==> config.mk <==
export PLATFORM = sky130hd
export DESIGN_NAME = tmr_capture_unit
export DESIGN_NICKNAME = d
export VERILOG_FILES = /design/src/rtl/icu_pkg.sv /design/src/rtl/icu_sync.sv /design/src/rtl/icu_edge.sv /design/src/rtl/icu_presc.sv /design/src/rtl/tmr_capture_unit.sv
export SDC_FILE = /design/constraint.sdc
export NUM_CORES = 1
export LEC_CHECK = 0
export ABC_AREA = 1
export BUFFER_PORTS_ARGS = -buffer_cell sky130_fd_sc_hd__buf_2
export CELL_PAD_IN_SITES_DETAIL_PLACEMENT = 1
export CELL_PAD_IN_SITES_GLOBAL_PLACEMENT = 2
export CORE_MARGIN = 2
export CORE_UTILIZATION = 28
export DETAILED_ROUTE_END_ITERATION = 7
export MAX_ROUTING_LAYER = met4
export PLACE_DENSITY = 0.81
export SLEW_MARGIN = 10
export SYNTH_ARGS = -nofsm -noshare
export SYNTH_HDL_FRONTEND = slang
export SYNTH_SLANG_ARGS = --single-unit
==> constraint.sdc <==
create_clock -name clk -period 1.79 [get_ports clk]
set_input_delay 0.0895 -clock clk [delete_from_list [all_inputs] [get_ports clk]]
set_output_delay 0.0895 -clock clk [all_outputs]
set_load 0.005 [all_outputs]
==> src/rtl/icu_pkg.sv <==
package icu_pkg;

    localparam int MODE_W = 4;

    typedef enum logic [MODE_W-1:0] {
        MODE_OFF   = 4'b0000,
        MODE_FALL  = 4'b0100,
        MODE_RISE  = 4'b0101,
        MODE_DIV4  = 4'b0110,
        MODE_DIV16 = 4'b0111
    } cap_mode_e;

    // Capture modes occupy the 01xx group of codes
    function automatic logic is_capture(input logic [MODE_W-1:0] m);
        return (m[3:2] == 2'b01);
    endfunction

endpackage

==> src/rtl/icu_sync.sv <==
module icu_sync #(
    parameter int STAGES = 2
) (
    input  logic clk,
    input  logic rst_n,
    input  logic d_i,
    output logic q_o
);

    logic [STAGES-1:0] chain_d;
    logic [STAGES-1:0] chain_q;

    always_comb chain_d[0] = d_i;

    genvar gi;
    generate
        for (gi = 1; gi < STAGES; gi++) begin : g_stage
            always_comb chain_d[gi] = chain_q[gi-1];
        end
    endgenerate

    always_ff @(posedge clk or negedge rst_n) begin
        if (!rst_n) chain_q <= '0;
        else        chain_q <= chain_d;
    end

    assign q_o = chain_q[STAGES-1];

endmodule

==> src/rtl/icu_edge.sv <==
module icu_edge (
    input  logic clk,
    input  logic rst_n,
    input  logic level_i,
    output logic rise_o,
    output logic fall_o
);

    logic prev_d;
    logic prev_q;

    always_comb begin
        prev_d = level_i;
        rise_o = level_i & ~prev_q;
        fall_o = ~level_i & prev_q;
    end

    always_ff @(posedge clk or negedge rst_n) begin
        if (!rst_n) prev_q <= 1'b0;
        else        prev_q <= prev_d;
    end

endmodule

==> src/rtl/icu_presc.sv <==
module icu_presc
    import icu_pkg::*;
#(
    parameter int PRESC_W = 4
) (
    input  logic              clk,
    input  logic              rst_n,
    input  logic [MODE_W-1:0] mode_i,
    input  logic              rise_i,
    input  logic              fall_i,
    output logic              event_o,
    output logic [PRESC_W-1:0] cnt_o
);

    localparam int DIV4_BITS  = 2;
    localparam int DIV16_BITS = 4;

    typedef struct packed {
        logic [PRESC_W-1:0] cnt;
    } presc_t;

    presc_t st_d;
    presc_t st_q;
    logic   div4_hit;
    logic   div16_hit;

    always_comb begin
        div4_hit  = &st_q.cnt[DIV4_BITS-1:0];
        div16_hit = &st_q.cnt[DIV16_BITS-1:0];

        st_d = st_q;
        if (!is_capture(mode_i)) begin
            st_d.cnt = '0;
        end else if (rise_i) begin
            st_d.cnt = st_q.cnt + {{(PRESC_W-1){1'b0}}, 1'b1};
        end

        unique case (mode_i)
            MODE_FALL:  event_o = fall_i;
            MODE_RISE:  event_o = rise_i;
            MODE_DIV4:  event_o = rise_i & div4_hit;
            MODE_DIV16: event_o = rise_i & div16_hit;
            default:    event_o = 1'b0;
        endcase
    end

    always_ff @(posedge clk or negedge rst_n) begin
        if (!rst_n) st_q <= '0;
        else        st_q <= st_d;
    end

    assign cnt_o = st_q.cnt;

endmodule

==> src/rtl/tmr_capture_unit.sv <==
module tmr_capture_unit
    import icu_pkg::*;
#(
    parameter int TMR_W       = 16,
    parameter int SYNC_STAGES = 2,
    parameter int PRESC_W     = 4
) (
    input  logic               clk,
    input  logic               rst_n,
    input  logic               pin_i,
    input  logic               pin_out_mode_i,
    input  logic               port_val_i,
    input  logic [TMR_W-1:0]   timer_i,
    input  logic               mode_wr_i,
    input  logic [MODE_W-1:0]  mode_wdata_i,
    input  logic               flag_clr_i,
    output logic [TMR_W/2-1:0] cap_hi_o,
    output logic [TMR_W/2-1:0] cap_lo_o,
    output logic               flag_o
);

    localparam int HALF_W = TMR_W / 2;

    typedef struct packed {
        logic [MODE_W-1:0] mode;
        logic [TMR_W-1:0]  cap;
        logic              flag;
    } unit_t;

    unit_t              st_d;
    unit_t              st_q;
    logic               src_level;
    logic               sync_level;
    logic               edge_rise;
    logic               edge_fall;
    logic               cap_event;
    logic [PRESC_W-1:0] presc_cnt;
    logic [MODE_W-1:0]  mode_q;

    // Source select: the port value when the pin is driven as an output
    always_comb src_level = pin_out_mode_i ? port_val_i : pin_i;

    icu_sync #(.STAGES(SYNC_STAGES)) u_sync (
        .clk   (clk),
        .rst_n (rst_n),
        .d_i   (src_level),
        .q_o   (sync_level)
    );

    icu_edge u_edge (
        .clk     (clk),
        .rst_n   (rst_n),
        .level_i (sync_level),
        .rise_o  (edge_rise),
        .fall_o  (edge_fall)
    );

    icu_presc #(.PRESC_W(PRESC_W)) u_presc (
        .clk     (clk),
        .rst_n   (rst_n),
        .mode_i  (st_q.mode),
        .rise_i  (edge_rise),
        .fall_i  (edge_fall),
        .event_o (cap_event),
        .cnt_o   (presc_cnt)
    );

    always_comb begin
        st_d = st_q;
        if (mode_wr_i) st_d.mode = mode_wdata_i;
        if (cap_event) st_d.cap  = timer_i;
        // A capture in the same cycle as a clear leaves the flag set
        if (cap_event)       st_d.flag = 1'b1;
        else if (flag_clr_i) st_d.flag = 1'b0;
    end

    always_ff @(posedge clk or negedge rst_n) begin
        if (!rst_n) st_q <= '0;
        else        st_q <= st_d;
    end

    assign mode_q   = st_q.mode;
    assign cap_hi_o = st_q.cap[TMR_W-1:HALF_W];
    assign cap_lo_o = st_q.cap[HALF_W-1:0];
    assign flag_o   = st_q.flag;

endmodule

Yosys cells after proc, flatten, opt, wreduce, memory -nomap -nowiden
Cells that the tools add are included.
{"block": "op_classes", "addsub": 1, "eq_ne": 6, "mux": 6, "bitwise": 6, "n_reduce_logical": 3}
{"cell": "4-bit by 3-bit equality test with 1-bit output, second input constant", "n": 4}
{"cell": "4-bit two-way mux", "n": 2}
{"cell": "4-bit by 1-bit adder with 4-bit output, second input constant", "n": 1}
{"cell": "1-bit AND", "n": 4}
{"cell": "1-bit one-hot mux with 4 select lines", "n": 1}
{"cell": "4-bit AND reduction", "n": 1}
{"cell": "1-bit two-way mux", "n": 3}
{"cell": "2-bit by 1-bit equality test with 1-bit output, second input constant", "n": 1}
{"cell": "2-bit by 1-bit != test with 1-bit output, second input constant", "n": 1}
{"cell": "1-bit NOT", "n": 2}
{"cell": "2-bit AND reduction", "n": 1}
{"cell": "2-bit nonzero test", "n": 1}
{"block": "word_totals", "register_bits": 28, "input_bits": 27, "output_inout_bits": 17, "wordCells": 28}

Logic depth before layout (Yosys ltp)
{"block": "depth", "ltp_word": 5, "depth_mapped": 9, "mapped_depth_nobuf": 8}

Cells and area by module
From an unflattened synthesis, not the netlist that was laid out.
{"block": "unflattened", "hier_cells": 134, "hier_area_um2": 1176.1}
{"mod": "tmr_capture_unit", "instances": 1, "cells_per_inst": 93, "area_each_um2": 839.6, "seq_area_each_um2": 525.5}
{"mod": "icu_presc", "instances": 1, "cells_per_inst": 34, "area_each_um2": 246.5, "seq_area_each_um2": 100.1}
{"mod": "icu_sync", "instances": 1, "cells_per_inst": 2, "area_each_um2": 50.0, "seq_area_each_um2": 50.0}
{"mod": "icu_edge", "instances": 1, "cells_per_inst": 5, "area_each_um2": 40.0, "seq_area_each_um2": 25.0}

Worst setup path after synthesis
OpenSTA, ideal clock, no wires.
{"block": "synth_path", "path_type": "flip-flop to flip-flop", "startpoint": "register u_presc.st_q, in the netlist u_presc.cnt_o[0]", "endpoint": "register st_q, in the netlist cap_lo_o[3]", "setup_ns": 0.118, "t_arrival_ns": 1.126, "required_ns": 1.672, "slack_ns": 0.546, "path_stages_with_launch": 9, "path_buffers": 1, "synth_period_minus_slack_ns": 1.244, "path_cell_list": "dfrtp_1 ha_1 nand2_1 nand2_1 nand2_4 nand2_4 buf_8 nand2_1 nand2_1"}
{"block": "synth_between", "elab_chain_cells": 3, "word_cells_on_any_way": 5, "cone_classes": "1 x mux; 2 x bitwise; 2 x reduce/logical"}
{"item": "start: declaration", "line": "icu_presc.sv:23", "source": "presc_t st_q;"}
{"item": "start signal: assignment", "line": "icu_presc.sv:49", "source": "else st_q <= st_d;"}
{"item": "4-bit AND reduction or 2-bit AND reduction (tied branches)", "line": "icu_presc.sv:29, icu_presc.sv:28"}
{"item": "1-bit AND, on equally long branches", "line": "icu_presc.sv:42, icu_presc.sv:41"}
{"item": "1-bit one-hot mux with 4 select lines *", "line": "icu_presc.sv:38", "source": "unique case (mode_i)"}
{"item": "end signal: assignment", "line": "tmr_capture_unit.sv:79", "source": "else st_q <= st_d;"}
{"item": "end: declaration", "line": "tmr_capture_unit.sv:31", "source": "unit_t st_q;"}
Mark *: on every way between the ends. The rest lies on a longest branch, timed or not.
A chain may end at the register's enable or synchronous reset.

Worst setup path after layout
{"block": "layout_path", "startpoint": "register st_q, in the netlist mode_q[3]", "endpoint": "register st_q, in the netlist cap_lo_o[3]"}
{"block": "layout_between", "elab_chain_cells": 2, "word_cells_on_any_way": 5, "cone_classes": "4 x eq/ne; 1 x mux"}
{"item": "4-bit by 3-bit equality test with 1-bit output", "line": "icu_presc.sv:38"}
{"item": "1-bit one-hot mux with 4 select lines *", "line": "icu_presc.sv:38"}
Marked as above.

==> impl_results.md <==
* DR DRC count at 0
* Clock sinks at 28
* GR Overflow Total at 0
* Routed vias at about 1000
* NetSw at ~520 uW
* Most used routing layer: met2
* Pwr Total at about 1.8 mW
* Internal Power at about 1.3 mW
* LEAKAGE at 0.8050 nW
* Share of the synthesized area in the top cell type at approximately three fifths
* CP Launch Type: register
* RSZ-0062 raised after global routing: no
* CP Max Fanout at 18
* Total track usage at 12.78%
* Cell row count at 23
* Antenna viol nets, final at 0
* Critical path type: reg -> reg
* Clock Power Share at a little over a fifth
* H-Tree Depth at 1
* Max-cap check violation count at 0
* CP peak stage delay at between 0.4 and 0.5 ns
* Outcome: finished, final reports clean
* I/O Pins at between 40 and 50
* Hold Path Class: in -> reg
* Initial DRT Pass Iterations at 3
* VDD IR-drop max at 0.4287 mV
* Largest cells by area after synthesis: dfrtp_1, nand2_1, nand3_1, mux2_2, inv_1
* Vias per std cell at around 4.6
* Final worst setup slack at roughly 0.35 ns
* Met1 usage at 15.38%
* Predominant post-synthesis flop cell: dfrtp_1
* Worst hold slack at between 0.01 and 0.015 ns
* Crit path cell chain: nor2_4 > nand2_1 > nor2_2 > nand2_4 > nand2_4 > nand2_1 > nand2_1
* Vias in the first global route at ~1000
* DP Area at approximately 0.0014 mm2
* Ys async rst share at 100.0%
* Syn Inst Count at 119
* Dpl hpwl at about 2.1 mm
* Initial core utilization at between 20 and 30%
* Pins over their slew limit at 0
* Die width at roughly 69 um
* Post-synthesis cell area at between 0.001 and 0.0015 mm2
* Cell mode on critical path: nand2_1
* Fin. Hold Viols at 0
* Unique masters post-synth at 16
* PortBufs at between 40 and 50
* Worst rel slew slack at between 50% and 60%
* Final net count at 195
* Ys Warns at 0
* Initial antenna violation count at 0
* GRT met3 Usage at 1.786%
* Top-count cell post-synth: nand2_1
* WP data required at ~2.0 ns
* Detailed Route Iter0 Violations at 13
* CTS clk-pin slew, worst paths at ~0.09 ns
* Worst EP arrival at around 1.7 ns
* Dpl ws at approximately 0.34 ns
* Post_cts resized at 0
* Post-route design area at 0.001500 mm2
* Drt total wl at 2.732 mm
* Grt met2 use at 22.24%
* Worst-skew pair later-pin latency at approximately 0.27 ns
* Die height at between 60 and 70 um
* Global-route wire length before repair at approximately 4.4 mm
* Syn Nets at ~150
* CTS buffer count at 3
* Root Driver: clkbuf_8
* Ant. Diodes at 0
* EDFF count, synth at 0
* Final setup vio count at 0
* Fin crit share at around 80%
* Max Freq at about 700 MHz
* Core area at approximately 0.004 mm2
* Die area at 0.004702 mm2
* Setup TNS at 0 ns
* Sequential Power Share at roughly 53%
* Comb power frac at between 20% and 30%
* CP max stage cell: dfrtp_1
* Register bit total from synthesis at 28
* Tightest Pin Transition at 0.6268 ns
* Post-Syn Area per Cell at 9.810 um2
* Layout cell share with drive strength beyond 1 at 36.14%
* CTS tree: yes
* Pwr Density at between 1000 and 1500 mW/mm2
* Min cycle time layout at about 1.4 ns
* Max Root-Sink Buffers at 2
* Seq/Total Area, Yosys at between 60% and 70%
* Routability Congestion at 0.7878
* P&R area growth vs syn at 28.51%
* Clk_skew at roughly 0.0062 ns
* Avg WL per Cell at approximately 13 um
* Largest net degree at the start of global routing at 29
* Post-synth top area cell: dfrtp_1
* Commonest cells post-synth: nand2_1, dfrtp_1, nand3_1, inv_1
* Critical Path End Type: register
* Sw Ratio at between 20 and 30%
==> layout make-up <==
type | instances | area [um2]
fillers | 490 | 2500
multi-input cells | 82 | 419.2
repair buffers | 46 | 240.2
clock buffers | 4 | 55.05
inverters | 6 | 22.52
flip-flops and latches | 28 | 700.7
well taps | 50 | 62.56
==> placed cells by master (no fill, tap or decap), drive strengths merged <==
| cell | n |
|---|---|
| mux2 | 4 |
| dlygate4sd3 | 1 |
| dfrtp | 28 |
| inv | 6 |
| ha | 1 |
| nand3 | 18 |
| nand4 | 1 |
| clkbuf | 4 |
| o21ai | 4 |
| buf | 45 |
| a21oi | 2 |
| nand2 | 45 |
| nor2 | 6 |
| o211ai | 1 |
==> what timing repair did <==
| action | CTS | global route |
|---|---|---|
| hold buffers | 1 | 0 |
| hold endpoints to repair | 28 | 0 |
| buffers inserted | 0 | 0 |
==> per-stage QoR <==
| stage | utilization (%) | cells |
|---|---|---|
| after floorplan | - | 119 |
| after global placement | 35.88 | 211 |
| after detailed placement | 35.88 | 211 |
| after CTS | 37.50 | 216 |
| after global routing | 37.50 | 216 |
| final | 37.50 | 216 |
==> registers in the layout, indices dropped and copies added (netlist names) <==
name            cells
mode_q              4
cap_hi_o            8
u_edge.prev_q       1
flag_o              1
u_sync.chain_q      2
cap_lo_o            8
u_presc.cnt_o       4
==> cell families after synthesis <==
kind of cell,count (synthesis),share of synthesized area (%)
flops,28,60.02
fa+ha+maj,1,1.072
mux,4,3.858
compound gates,7,3.216
simple gates,70,27.76
buf+inv,9,4.072
==> power by group through the flow <==
stage	Sequential [mW]	Combinational, mW	Clock (mW)
finish	0.939	0.466	0.383
CTS	0.941	0.483	0.399
detailed placement	0.949	0.481	0
floorplan	0.952	0.194	0
global placement	0.944	0.460	0
global route	0.960	0.544	0.412
==> worst max-delay path, delay by kind of cell, from the launching register on <==
kind / cells / cell delay [ns]
simple gates: 7 / 0.93
flops: 1 / 0.42
==> metal layers <==
layer,wire (um),up-vias
met5,0,-
met1,1150,485
met3,102,2
li1,-,480
met4,8,0
met2,1471,22
==> worst paths after layout <==
kind	cells after the start	slack (ns)	start	endpoint
hold reg to reg	0	0.37	u_sync.chain_q[0]	u_sync.chain_q[1]
hold / removal	3	0.01	timer_i[11]	cap_hi_o[3]
max in group asynchronous	2	1.02	rst_n	cap_hi_o[5]
min in group asynchronous	2	0.37	rst_n	mode_q[2]
setup reg to reg	7	0.35	mode_q[3]	cap_lo_o[3]
setup / recovery	7	0.35	mode_q[3]	cap_lo_o[3]
(Power assumes the default switching activity.)
